[src/rtl/cio_pkg.sv]
package cio_pkg;
  // Positions of the operation-select bits inside the operand field
  localparam int BIT_RD  = 11;
  localparam int BIT_WR  = 10;
  localparam int BIT_SKI = 9;
  localparam int BIT_SKO = 8;
  localparam int BIT_EN  = 7;
  localparam int BIT_DIS = 6;

  typedef struct packed {
    logic rd;
    logic wr;
    logic sk_in;
    logic sk_out;
    logic irq_on;
    logic irq_off;
  } io_cmd_t;
endpackage

[src/rtl/cio_decode.sv]
module cio_decode
  import cio_pkg::*;
#(
  parameter int FIELD_W = 12
) (
  input  logic               sel_d7,
  input  logic               sel_ind,
  input  logic               sel_t3,
  input  logic [FIELD_W-1:0] field,
  output io_cmd_t            cmd
);
  localparam int TOP_BIT = BIT_RD;
  logic qual;

  generate
    if (FIELD_W > TOP_BIT) begin : g_ok
      assign qual = sel_d7 & sel_ind & sel_t3;
    end else begin : g_narrow
      assign qual = 1'b0;
    end
  endgenerate

  always_comb begin
    cmd         = '0;
    cmd.rd      = qual & field[BIT_RD];
    cmd.wr      = qual & field[BIT_WR];
    cmd.sk_in   = qual & field[BIT_SKI];
    cmd.sk_out  = qual & field[BIT_SKO];
    cmd.irq_on  = qual & field[BIT_EN];
    cmd.irq_off = qual & field[BIT_DIS];
  end
endmodule

[src/rtl/cio_in_chan.sv]
module cio_in_chan #(
  parameter int CHAR_W = 8,
  parameter int OVR_W  = 4
) (
  input  logic              clk,
  input  logic              rst_n,
  input  logic              dev_valid,
  input  logic [CHAR_W-1:0] dev_data,
  input  logic              take,
  output logic              flag,
  output logic [CHAR_W-1:0] data,
  output logic [OVR_W-1:0]  ovr_cnt
);
  localparam logic [OVR_W-1:0] OVR_MAX = {OVR_W{1'b1}};
  logic accept, drop;

  assign accept = dev_valid & ~flag;
  assign drop   = dev_valid & flag;

  always_ff @(posedge clk or negedge rst_n) begin
    if (!rst_n) begin
      flag    <= 1'b0;
      data    <= '0;
      ovr_cnt <= '0;
    end else begin
      if (accept) begin
        data <= dev_data;
        flag <= 1'b1;
      end else if (take) begin
        flag <= 1'b0;
      end
      if (drop && ovr_cnt != OVR_MAX) ovr_cnt <= ovr_cnt + 1'b1;
    end
  end

  AST_INPUT_LOCKED: assert property (@(posedge clk) disable iff (!rst_n)
    (flag && !take) |=> (data == $past(data)));
  AST_OVR_STEP: assert property (@(posedge clk) disable iff (!rst_n)
    (dev_valid && flag && ovr_cnt != OVR_MAX) |=> (ovr_cnt == $past(ovr_cnt) + 1'b1));
  AST_ACCEPT_SETS: assert property (@(posedge clk) disable iff (!rst_n)
    (dev_valid && !flag) |=> flag);
endmodule

[src/rtl/cio_out_chan.sv]
module cio_out_chan #(
  parameter int CHAR_W = 8
) (
  input  logic              clk,
  input  logic              rst_n,
  input  logic              load_req,
  input  logic [CHAR_W-1:0] ac_byte,
  input  logic              dev_ready,
  input  logic              dev_done,
  output logic              flag,
  output logic              valid,
  output logic [CHAR_W-1:0] data
);
  logic load;
  assign load = load_req & flag;

  always_ff @(posedge clk or negedge rst_n) begin
    if (!rst_n) begin
      flag  <= 1'b1;
      valid <= 1'b0;
      data  <= '0;
    end else begin
      if (load) begin
        data  <= ac_byte;
        valid <= 1'b1;
        flag  <= 1'b0;
      end else begin
        if (valid && dev_ready) valid <= 1'b0;
        if (dev_done && !valid && !flag) flag <= 1'b1;
      end
    end
  end

  AST_BUSY_NO_LOAD: assert property (@(posedge clk) disable iff (!rst_n)
    !flag |=> $stable(data));
  AST_VALID_HOLD: assert property (@(posedge clk) disable iff (!rst_n)
    (valid && !dev_ready) |=> (valid && $stable(data)));
  AST_DONE_WAITS: assert property (@(posedge clk) disable iff (!rst_n)
    (valid && !flag) |=> !flag);
endmodule

[src/rtl/cio_irq.sv]
module cio_irq (
  input  logic clk,
  input  logic rst_n,
  input  logic set_en,
  input  logic clr_en,
  input  logic fl_in,
  input  logic fl_out,
  output logic irq
);
  logic ien;

  always_ff @(posedge clk or negedge rst_n) begin
    if (!rst_n)      ien <= 1'b0;
    else if (clr_en) ien <= 1'b0;
    else if (set_en) ien <= 1'b1;
  end

  assign irq = ien & (fl_in | fl_out);

  AST_DISABLE_WINS: assert property (@(posedge clk) disable iff (!rst_n)
    clr_en |=> !irq);
  AST_ENABLE_RAISES: assert property (@(posedge clk) disable iff (!rst_n)
    (set_en && !clr_en) |=> (irq == (fl_in | fl_out)));
endmodule

[src/rtl/chario_port.sv]
module chario_port
  import cio_pkg::*;
#(
  parameter int CHAR_W  = 8,
  parameter int FIELD_W = 12,
  parameter int OVR_W   = 4
) (
  input  logic               clk,
  input  logic               rst_n,
  input  logic               in_valid,
  input  logic [CHAR_W-1:0]  in_data,
  output logic               in_ready,
  output logic               out_valid,
  output logic [CHAR_W-1:0]  out_data,
  input  logic               out_ready,
  input  logic               out_done,
  output logic               out_free,
  input  logic               op_d7,
  input  logic               op_ind,
  input  logic               op_t3,
  input  logic [FIELD_W-1:0] op_field,
  input  logic [CHAR_W-1:0]  ac_low,
  output logic               ac_we,
  output logic [CHAR_W-1:0]  ac_wdata,
  output logic               skip_req,
  output logic               irq_req,
  output logic [OVR_W-1:0]   ovr_count
);
  io_cmd_t           cmd;
  logic              fgi, fgo;
  logic [CHAR_W-1:0] in_char;

  cio_decode #(.FIELD_W(FIELD_W)) u_dec (
    .sel_d7(op_d7), .sel_ind(op_ind), .sel_t3(op_t3),
    .field(op_field), .cmd(cmd)
  );

  cio_in_chan #(.CHAR_W(CHAR_W), .OVR_W(OVR_W)) u_in (
    .clk(clk), .rst_n(rst_n), .dev_valid(in_valid), .dev_data(in_data),
    .take(cmd.rd), .flag(fgi), .data(in_char), .ovr_cnt(ovr_count)
  );

  cio_out_chan #(.CHAR_W(CHAR_W)) u_out (
    .clk(clk), .rst_n(rst_n), .load_req(cmd.wr), .ac_byte(ac_low),
    .dev_ready(out_ready), .dev_done(out_done),
    .flag(fgo), .valid(out_valid), .data(out_data)
  );

  cio_irq u_irq (
    .clk(clk), .rst_n(rst_n), .set_en(cmd.irq_on), .clr_en(cmd.irq_off),
    .fl_in(fgi), .fl_out(fgo), .irq(irq_req)
  );

  assign in_ready = ~fgi;
  assign out_free = fgo;
  assign ac_we    = cmd.rd;
  assign ac_wdata = cmd.rd ? in_char : '0;
  assign skip_req = (cmd.sk_in & fgi) | (cmd.sk_out & fgo);

  AST_SKIP_QUALIFIED: assert property (@(posedge clk) disable iff (!rst_n)
    skip_req |-> (op_d7 && op_ind && op_t3));
  AST_READ_CLEARS: assert property (@(posedge clk) disable iff (!rst_n)
    (ac_we && !in_valid) |=> in_ready);
  AST_LOW_BITS_INERT: assert property (@(posedge clk) disable iff (!rst_n)
    (op_field[FIELD_W-1:6] == '0) |-> (!ac_we && !skip_req));
endmodule

[config.mk]
export PLATFORM = sky130hd
export DESIGN_NAME = chario_port
export DESIGN_NICKNAME = d
export VERILOG_FILES = /design/src/rtl/cio_pkg.sv /design/src/rtl/cio_decode.sv /design/src/rtl/cio_in_chan.sv /design/src/rtl/cio_out_chan.sv /design/src/rtl/cio_irq.sv /design/src/rtl/chario_port.sv
export SDC_FILE = /design/constraint.sdc
export NUM_CORES = 1
export LEC_CHECK = 0
export BUFFER_PORTS_ARGS = -buffer_cell sky130_fd_sc_hd__buf_2
export CAP_MARGIN = 20
export CORE_MARGIN = 10
export CORE_UTILIZATION = 45
export CTS_BUF_LIST = sky130_fd_sc_hd__clkbuf_2 sky130_fd_sc_hd__clkbuf_4 sky130_fd_sc_hd__clkbuf_8
export DETAILED_ROUTE_END_ITERATION = 12
export PLACE_DENSITY_LB_ADDON = 0.15
export SLEW_MARGIN = 10
export SYNTH_ARGS = -nofsm -noshare
export SYNTH_HDL_FRONTEND = slang
export SYNTH_SLANG_ARGS = --single-unit
export TNS_END_PERCENT = 20
[constraint.sdc]
create_clock -name clk -period 3.7 [get_ports clk]
set_input_delay 0.37 -clock clk [delete_from_list [all_inputs] [get_ports clk]]
set_output_delay 0.37 -clock clk [all_outputs]
set_load 0.05 [all_outputs]
Word-level counts from Yosys, hierarchy flattened
Index checks and enable logic that the tools add are counted.
{"block": "totals", "rom_bits": 0, "latch_bits": 0, "ram_bits": 0, "mem_count": 0, "out_inout_bits": 26, "regBits": 24, "in_bits": 36}
{"block": "op_classes", "div": 0, "n_eq_ne": 1, "n_reduce_logical": 10, "muxes": 9, "n_lt_le_gt_ge": 0, "shift": 0, "n_mul": 0, "bitwise": 17, "addsub": 1}
{"operator": "AND 1 bit", "count": 14}
{"operator": "2-to-1 mux 1 bit", "count": 8}
{"operator": "2-to-1 mux 8 bit", "count": 1}
{"operator": "nonzero test 2 bit", "count": 4}
{"operator": "adder 4 x 1 -> 4 bit, second input constant", "count": 1}
{"operator": "logical AND 1 bit", "count": 4}
{"operator": "!= test 4 bit, second input constant", "count": 1}
{"operator": "zero test 1 bit", "count": 2}
{"operator": "OR 1 bit", "count": 2}
{"operator": "inverter 1 bit", "count": 1}

Depth between registers and ports, before layout
Gate-level depths: netlist of run 1.
{"block": "logic_depth", "ltp_word": 5, "depth_mapped": 4, "ltp_nobuf": 4}

Hierarchy
From an unflattened synthesis of run 1, not the netlist that was laid out.
{"block": "hier_totals", "hier_cells": 81, "area_unflattened_um2": 1119.8}
{"module": "cio_in_chan", "instances": 1, "area_per_inst_um2": 583.1, "seq_area_each_um2": 325.3, "cells_each": 38}
{"module": "cio_out_chan", "instances": 1, "area_per_inst_um2": 379.1, "seq_area_each_um2": 251.5, "cells_each": 24}
{"module": "chario_port", "instances": 1, "area_per_inst_um2": 62.6, "seq_area_each_um2": 0.0, "cells_each": 10}
{"module": "cio_decode", "instances": 1, "area_per_inst_um2": 52.6, "seq_area_each_um2": 0.0, "cells_each": 6}
{"module": "cio_irq", "instances": 1, "area_per_inst_um2": 42.5, "seq_area_each_um2": 25.0, "cells_each": 3}

Worst setup path after synthesis of run 1
Ideal clock, no wire load.
{"block": "synth_timing", "path_type": "flip-flop to output port", "start": "register u_out.flag", "end": "output skip_req", "t_arrival_ns": 1.517, "path_stages_with_launch": 3, "slack_ns": 1.813, "required_ns": 3.330, "n_path_buf": 0, "cell_sequence": "dfstp_2 -> a22oi_1 -> nor2b_1"}
{"block": "synth_via", "elab_chain_len": 2}
{"item": "start, declared", "line_no": "cio_out_chan.sv:10", "rtl": "output logic flag,"}
{"item": "start signal, assigned", "line_no": "cio_out_chan.sv:19", "rtl": "flag <= 1'b1;"}
{"item": "start signal, assigned", "line_no": "cio_out_chan.sv:26", "rtl": "flag <= 1'b0;"}
{"item": "start signal, assigned", "line_no": "cio_out_chan.sv:29", "rtl": "if (dev_done && !valid && !flag) flag <= 1'b1;"}
{"item": "AND 1 bit", "line_no": "chario_port.sv:58", "rtl": "assign skip_req = (cmd.sk_in & fgi) | (cmd.sk_out & fgo);"}
{"item": "OR 1 bit", "line_no": "chario_port.sv:58"}
{"item": "end, declared", "line_no": "chario_port.sv:25", "rtl": "output logic skip_req,"}
Every way passes these cells.

Worst setup path after layout of run 1
Ends and elaborated chain as after synthesis.

==> results of run 1 <==
## kinds of logic (layout without fill, tap and decap cells)
kind of cell | Yosys count | in the layout | share of synthesized area, %
muxes | 18 | 18 | 21.6
buffers and inverters | 5 | 61 | 2.57
DFF | 24 | 24 | 56.3
adders and majority gates | 1 | 1 | 1.17
xor gates and xnor gates | 1 | 1 | 0.819
and+or+nand+nor | 20 | 20 | 12.3
AOI/OAI and AO/OA | 9 | 9 | 5.26
## sequential cells by signal, indices dropped and copies added (netlist names)
register,cells
u_in.data,8
u_in.flag,1
u_in.ovr_cnt,4
u_irq.ien,1
u_out.data,8
u_out.flag,1
u_out.valid,1
## final cells by class
class | count | area, um^2
Sequential cell | 24 | 602
Fill cell | 199 | 837
Multi-Input combinational cell | 49 | 440
Tap cell | 28 | 35.0
Inverter | 2 | 7.51
Clock buffer | 4 | 36.3
Timing Repair Buffer | 55 | 275
## worst max path at each step
| stage | from | end | slack, ns | cells past startpoint |
|---|---|---|---|---|
| 2_1_floorplan | u_out.flag | skip_req | 1.81 | 2 |
| 3_3_place_gp | in_valid | u_in.data[7] | 2.07 | 3 |
| 3_5_place_dp | in_valid | u_in.data[4] | 2.04 | 3 |
| 4_1_cts | u_out.flag | skip_req | 1.98 | 3 |
| 5_1_grt | u_out.flag | skip_req | 1.91 | 3 |
| 6_report | u_out.flag | skip_req | 1.99 | 3 |
## worst register-to-register path: stages (launching register included)
cell     delay, ns
dfrtp_1       0.47
nor2b_1       0.63
mux2_2        0.42
## report_power, final
group / total, uW / switching, uW / internal, uW
sequential: 429 / 69.2 / 360
clock: 137 / 77.2 / 60.0
combinational: 475 / 307 / 169
total: 1040 / 453 / 589
## layer usage
metal	vias up	global-route usage, %	share of wire, %
li1	388	-	-
met1	403	11.7	36
met2	33	19.1	51
met3	4	4.99	12
met4	0	3.69	1.3
met5	-	0	0
## synthesized netlist by cell type, types with 2 or more instances
master    number
dfrtp_1       23
mux2_2         9
mux2_4         8
and3_1         7
a21oi_1        4
nand3_1        3
nor2b_1        3
and3_4         2
inv_1          2
nor2_1         2
o21bai_1       2
## through the flow
step	power [uW]	hold slack (ns)	setup WS, ns
global placement	896	0.379	2.07
floorplan	792	0.0744	1.81
CTS	1050	0.0280	1.98
finish	1040	0.0131	1.99
detailed placement	919	0.376	2.04
global route	1100	0.0336	1.91
## layout by cell type (no fill, tap or decap), types with 3 or more instances in the layout
master / synthesis / routed
nand3_1: 3 / 3
buf_2: 1 / 55
dfrtp_1: 23 / 23
and3_1: 7 / 7
clkbuf_4: 0 / 3
a21oi_1: 4 / 4
mux2_2: 9 / 9
nor2b_1: 3 / 3
mux2_4: 8 / 8
==> reports/results.tsv, run 1 <==
metric	value	unit
outcome	finished clean	
hold_viol	0	
grt_pass1_wl	3960	um
start_util	47.9	%
drc_errors	0	
yosys_warnings	0	
antenna_found_initial	0	
totalWireLength	2600	um
timing.rr.end	u_in.data[4]	
grt_usage	11.0	%
grt_pass1_vias	875	
wire_per_inst	16.0	um
fin_nets	172	
gp_congestion	0.701	
syn_inst	78	
maxSlewViolCount	0	
grt_start_max_net_pins	25	
clkLatencyLatePin	0.31	ns
fmax	585	MHz
synthFlopType	dfrtp_1	
fin_tns_setup	0	ns
cp-end-kind	output port	
hp-class	input pin to async pin	
fp.dieArea	4730	um^2
drive_above_1_share	60.4	%
drt_iter0_drc	22	
via_count	828	
p_per_area	746	nW/um^2
critPathSlowestCell	dfstp_2	
max_slew_margin	48.9	%
skew	0.00560	ns
clk_pin_slew	0.13	ns
ctsResizeCount	0	
placed_cell_area	1360	um^2
ys_top_cells_by_area	dfrtp_1 54%, mux2_4 11%, mux2_2 9.5%	
clockBufferDepth	2	
grt.overflow.total	0	
ios	62	
cp-start-kind	flip-flop	
die_y	68.8	um
r2r_setup_slack	2.09	ns
cts.sinks	24	
max_cap_viol_count	0	
yosys.cell_types.count	24	
rsz0062_at_grt	no	
ys_async_sr_fraction	100	%
synth-edff-count	0	
syn-cell-area	1070	um^2
via_per_inst	5.11	
final_area	1400	um^2
htree_levels	1	
vdd_ir_drop_max	0.411	mV
ctsHoldBuffers	0	
place_inst	158	
path_buf_inv	1	
crit_chain	a22oi_1 -> nor2b_1 -> buf_2	
crit_fanout	5	
numPortBuffers	55	
p_leak	0.000746	uW
syn_to_final_growth	30.5	%
cp_data_arrival_time	1.34	ns
stdcell_count	162	
post_cts_buffers	0	
required	3.33	ns
cts_tree	built	
worstMarginPinSlew	0.765	ns
core_area	2230	um^2
antenna_left	0	
rr_startpoint	u_in.flag	
synth_top_area_share	53.8	%
period_share	46.2	%
postLayoutCoreUtil	62.5	%
setup_violations	0	
crit_family	flip-flops	
yosysSeqAreaShare	56.3	%
die_w	68.8	um
cts_made_buffers	3	
avgSynthCellArea	13.7	um^2
rows	17	
synth_largest_area_cell	dfrtp_1	
worstRegToRegCells	2	
ys_ff_latch	24	
worstSetupPathType	flip-flop to output port	
mappedNetlistNets	115	
dr.pass1.iters	4	
cts-root-buf	clkbuf_4	
max_stage_delay	0.59	ns
timing.final.crit_period	1.71	ns
diodes	0	
Note: power is estimated with default switching activity, not from simulation.
==> inputs of run 2 (changes only) <==
ABC_AREA = 1   (was unset)
CORE_UTILIZATION = 41   (was 45)
clock period = 1.4 ns   (was 3.7 ns; I/O delays follow)
==> reports/results.tsv, run 2 <==
metric	value	unit
timing.final.crit_period	1.39	ns
hp-class	input pin to flip-flop	
vdd_ir_drop_max	0.972	mV
yosys_warnings	0	
start_util	43.9	%
required	1.26	ns
syn-cell-area	1110	um^2
antenna_found_initial	0	
gp_congestion	0.736	
p_leak	0.000906	uW
crit_top_cell	nand2_1	
p_seq_share	40.5	%
setup_violations	0	
synthFlopType	dfrtp_1	
netSwitchingFraction	46.3	%
fmax	720	MHz
clk_pin_slew	0.13	ns
outcome	finished clean	
dr.pass1.iters	4	
grt_start_max_net_pins	25	
rsz0062_at_grt	yes	
period_share	99.2	%
final_area	1500	um^2
fp.dieArea	5180	um^2
grt_usage	10.9	%
nFillCells	259	
drt_iter0_drc	27	
max_stage_delay	0.58	ns
cp-end-kind	output port	
ys_top_cells_by_area	dfrtp_1 52%, nand2_1 14%, nor2_1 7.1%	
critPathSlowestCell	dfstp_2	
hold_viol	0	
crit_fanout	4	
synth_common_cells	41 x nand2_1, 23 x dfrtp_1, 21 x nor2_1	
grt_pass1_vias	1015	
fin_nets	231	
syn_to_final_growth	35.3	%
worstMarginPinSlew	0.537	ns
switching_power	1220	uW
wire_per_inst	12.1	um
via_count	990	
crit_chain	nand2_1 -> nand2_1 -> nand2_1 -> inv_1 -> buf_6	
die_y	72.0	um
rr_startpoint	u_out.flag	
p_per_area	1760	nW/um^2
cts.sinks	24	
yosys.cell_types.count	20	
fin_hold_ws	0.0193	ns
postLayoutCoreUtil	59.4	%
max_cap_viol_count	0	
htree_levels	1	
hold_path_depth	3	
place_inst	215	
clkPwrFrac	13.6	%
clockBufferDepth	2	
clkLatencyLatePin	0.31	ns
avgSynthCellArea	8.45	um^2
placed_cell_area	1410	um^2
cts_made_buffers	3	
numPortBuffers	55	
combPwrFrac	45.8	%
ios	62	
final_common_cell	buf_2	
max_slew_margin	64.2	%
totalWireLength	2700	um
core_area	2520	um^2
die_w	72.0	um
cts-root-buf	clkbuf_4	
fin_tns_setup	0	ns
dp_hpwl	2150	um
diodes	0	
drive_above_1_share	37.3	%
cts_tree	built	
cp_data_arrival_time	1.25	ns
synth-edff-count	0	
p_int	1420	uW
timing.rr.end	u_out.data[2]	
cp-start-kind	flip-flop	
largestRegisters	u_in.data x8, u_out.data x8, u_in.ovr_cnt x4	
drc_errors	0	
grt_pass1_wl	4590	um
final_cell_mix	52 x buf_2, 41 x nand2_1, 23 x dfrtp_1	
worstRegToRegCells	6	
antenna_left	0	
yosysSeqAreaShare	54.4	%
yosysMostFrequentCell	nand2_1	
min-delay-start	ac_low[5]	
stdcell_count	223	
rows	18	
via_per_inst	4.44	
skew	0.00317	ns
synth_largest_area_cell	dfrtp_1	
mappedNetlistNets	168	
maxSlewViolCount	0	
worstSetupPathType	flip-flop to output port	
synth_top_area_share	52.0	%
ys_ff_latch	24	
grt.overflow.total	0	
ys_async_sr_fraction	100	%
hold-path-endpoint	u_out.data[5]	
syn_inst	131	
r2r_setup_slack	0.16	ns
[run 2: repair_timing]
action,4_1_cts,5_1_grt
hold buffers,2,0
hold endpoints to repair,24,0
setup endpoints to repair,2,2
pin swaps,2,1
setup buffers,2,0
resized for setup,4,1
[run 2: power by group through the flow]
stage               sequential, uW  clock [uW]  combinational [uW]
finish                        1070         360                1210
global route                  1100         410                1340
CTS                           1070         384                1220
detailed placement            1080           0                1200
global placement              1080           0                1170
floorplan                     1440           0                 551
[run 2: cell type report]
| class | count | area [um^2] | share of cell area, % |
|---|---|---|---|
| sequential | 24 | 602 | 40.2 |
| tap | 30 | 37.5 | 2.51 |
| clock buffer | 4 | 36.3 | 2.42 |
| timing repair buffer | 59 | 325 | 21.7 |
| inverter | 20 | 80.1 | 5.35 |
| multi-input combinational | 86 | 417 | 27.8 |
[run 2: how the worst max path moves through the flow]
stage / end / startpoint / slack (ns)
final: skip_req / u_out.flag / 0.01
after global routing: skip_req / u_out.flag / -0.09
after CTS: skip_req / u_out.flag / -0.01
after detailed placement: u_in.ovr_cnt[3] / u_in.ovr_cnt[0] / 0.19
after global placement: u_in.ovr_cnt[3] / u_in.ovr_cnt[0] / 0.24
after floorplan: ac_wdata[0] / op_d7 / -0.09
[run 2: cell families after synthesis]
group	count (synthesis)	share of synthesized area (%)
XOR/XNOR	2	1.58
AND/OR/NAND/NOR	70	28.5
flip-flops	24	54.4
AO/OA/AOI/OAI	13	6.21
adder cells (fa/ha/maj)	1	1.13
buffers and inverters	21	8.25
[run 2: per-layer routing]
| layer | vias up | global-route usage [%] | share of wire, % | wire, um |
|---|---|---|---|---|
| met5 | - | 0 | 0 | 0 |
| met4 | 0 | 3.87 | 0.44 | 12 |
| met3 | 2 | 3.67 | 8.5 | 230 |
| met2 | 29 | 18.6 | 49 | 1330 |
| met1 | 436 | 12.5 | 42 | 1120 |
| li1 | 523 | - | - | - |
[run 2: per-stage QoR]
step	power, uW	setup slack, ns
after detailed placement	2290	0.195
after global routing	2850	-0.0940
after global placement	2250	0.243
final	2640	0.0107
after floorplan	1990	-0.0881
after CTS	2680	-0.0124
[run 2: worst max-delay path, delay by kind of cell, from the launching register on]
kind,cells,cell delay (ns)
simple gates,3,0.14
flops,1,0.58
buf+inv,2,0.21
==> inputs of run 3 (changes only) <==
CELL_PAD_IN_SITES_DETAIL_PLACEMENT = 0   (was unset)
CELL_PAD_IN_SITES_GLOBAL_PLACEMENT = 1   (was unset)
CORE_UTILIZATION = 28   (was 41)
==> reports/results.tsv, run 3 (synthesized netlist as in run 2, its figures left out) <==
metric	value	unit
cts_made_buffers	3	
grt_pass1_wl	4880	um
final_area	1520	um^2
p_int	1500	uW
grt_usage	8.24	%
cts-root-buf	clkbuf_8	
worstRegToRegCells	6	
numPortBuffers	55	
grt_start_max_net_pins	25	
wire_per_inst	11.6	um
worstMarginPinSlew	0.536	ns
final_cell_mix	53 x buf_2, 41 x nand2_1, 23 x dfrtp_1	
dp_hpwl	2250	um
dr.pass1.iters	3	
fin_hold_ws	0.0604	ns
crit_fanout	5	
clk_pin_slew	0.08	ns
p_seq_share	39.4	%
htree_levels	1	
clockBufferDepth	2	
hp-class	input pin to flip-flop	
rr_startpoint	u_out.flag	
antenna_found_initial	0	
setup_violations	0	
cp-start-kind	flip-flop	
met2_usage	13.3	%
cp-end-kind	output port	
syn_to_final_growth	36.8	%
p_leak	0.000902	uW
skew	0.000658	ns
period_share	96.8	%
fmax	738	MHz
timing.rr.end	u_out.data[2]	
rsz0062_at_grt	yes	
die_w	82.9	um
largestRegisters	u_in.data x8, u_out.data x8, u_in.ovr_cnt x4	
p_per_area	1800	nW/um^2
vdd_ir_drop_max	0.607	mV
timing.final.crit_period	1.36	ns
fin_nets	229	
netSwitchingFraction	45.0	%
worstSetupPathType	flip-flop to output port	
switching_power	1230	uW
cp_data_arrival_time	1.22	ns
diodes	0	
hold_viol	0	
placed_cell_area	1430	um^2
rows	22	
max_slew_margin	64.3	%
cts_tree	built	
fp.dieArea	6870	um^2
nFillCells	416	
drt_iter0_drc	17	
cts.sinks	24	
r2r_setup_slack	0.15	ns
gr-max-usage-layer	met2	
totalWireLength	2760	um
drc_errors	0	
min-delay-start	out_ready	
via_per_inst	4.11	
dp_slack	0.204	ns
combPwrFrac	43.6	%
antenna_left	0	
core_area	3740	um^2
drive_above_1_share	37.2	%
hold-path-endpoint	u_out.valid	
grtUsageMet1	9.53	%
fin_ws	0.0443	ns
hold_path_depth	2	
start_util	29.6	%
ios	62	
grt_pass1_vias	1033	
max_cap_viol_count	0	
grt.overflow.total	0	
final_common_cell	buf_2	
clkLatencyLatePin	0.26	ns
grt.met3_usage	3.13	%
die_y	82.9	um
outcome	finished clean	
via_count	982	
gp_congestion	0.727	
maxSlewViolCount	0	
clkPwrFrac	17.0	%
required	1.26	ns
[run 3: cell count changes in the layout (fill, tap and decap cells not counted), sizes merged]
cell         delta
clkbuf          +1
buf             -2
dlygate4sd3     -1
[run 3: area by class of cell]
class	instances	area (um^2)	area share, %
sequential	24	602	39.7
inverter	20	80.1	5.28
timing repair buffer	57	302	19.9
tap	48	60.1	3.96
multi-input combinational	86	417	27.5
clock buffer	4	55.1	3.63
[run 3: worst max path at each step]
stage / endpoint / depth (start not counted) / startpoint
after floorplan: ac_wdata[0] / 4 / op_d7
after global placement: u_in.ovr_cnt[3] / 6 / u_in.ovr_cnt[0]
after detailed placement: u_in.ovr_cnt[3] / 6 / u_in.ovr_cnt[0]
after CTS: irq_req / 3 / u_out.flag
after global routing: skip_req / 5 / u_out.flag
final: skip_req / 5 / u_out.flag
[run 3: routing by layer]
layer  up-vias  part of all wire [%]  wire length [um]
li1        511                     -                 -
met1       441                    44              1210
met2        28                    49              1350
met3         2                   6.7               186
met4         0                  0.51                14
met5         -                     0                 0
[run 3: repair_timing]
item / in CTS / in global routing
setup buffers: 0 / 1
hold endpoints to repair: 23 / 0
gates resized for setup: 2 / 1
hold buffers: 1 / 0
endpoints found under the setup margin: 1 / 2
pin swaps: 0 / 2
[run 3: metrics by stage]
step | std cells | setup TNS, ns | utilization, % | total power (uW)
3_5_place_dp | 233 | 0 | 38.3 | 2290
6_report | 239 | 0 | 40.5 | 2720
5_1_grt | 239 | -0.0245 | 40.5 | 2950
4_1_cts | 238 | 0 | 40.2 | 2770
3_3_place_gp | 233 | 0 | 38.3 | 2270
2_1_floorplan | 131 | -0.833 | - | 1990
[run 3: critical path, cell delays in order, from the launching register on]
cell and delay [ns]:
dfstp_2 0.58, nand2_1 0.06, nand2_1 0.05, nand2_1 0.05, inv_1 0.06, buf_6 0.15
[run 3: power groups by stage]
stage | combinational [uW] | sequential (uW) | clock (uW)
floorplan | 551 | 1440 | 0
global placement | 1180 | 1080 | 0
detailed placement | 1200 | 1090 | 0
CTS | 1200 | 1080 | 491
global route | 1320 | 1110 | 522
finish | 1190 | 1070 | 463
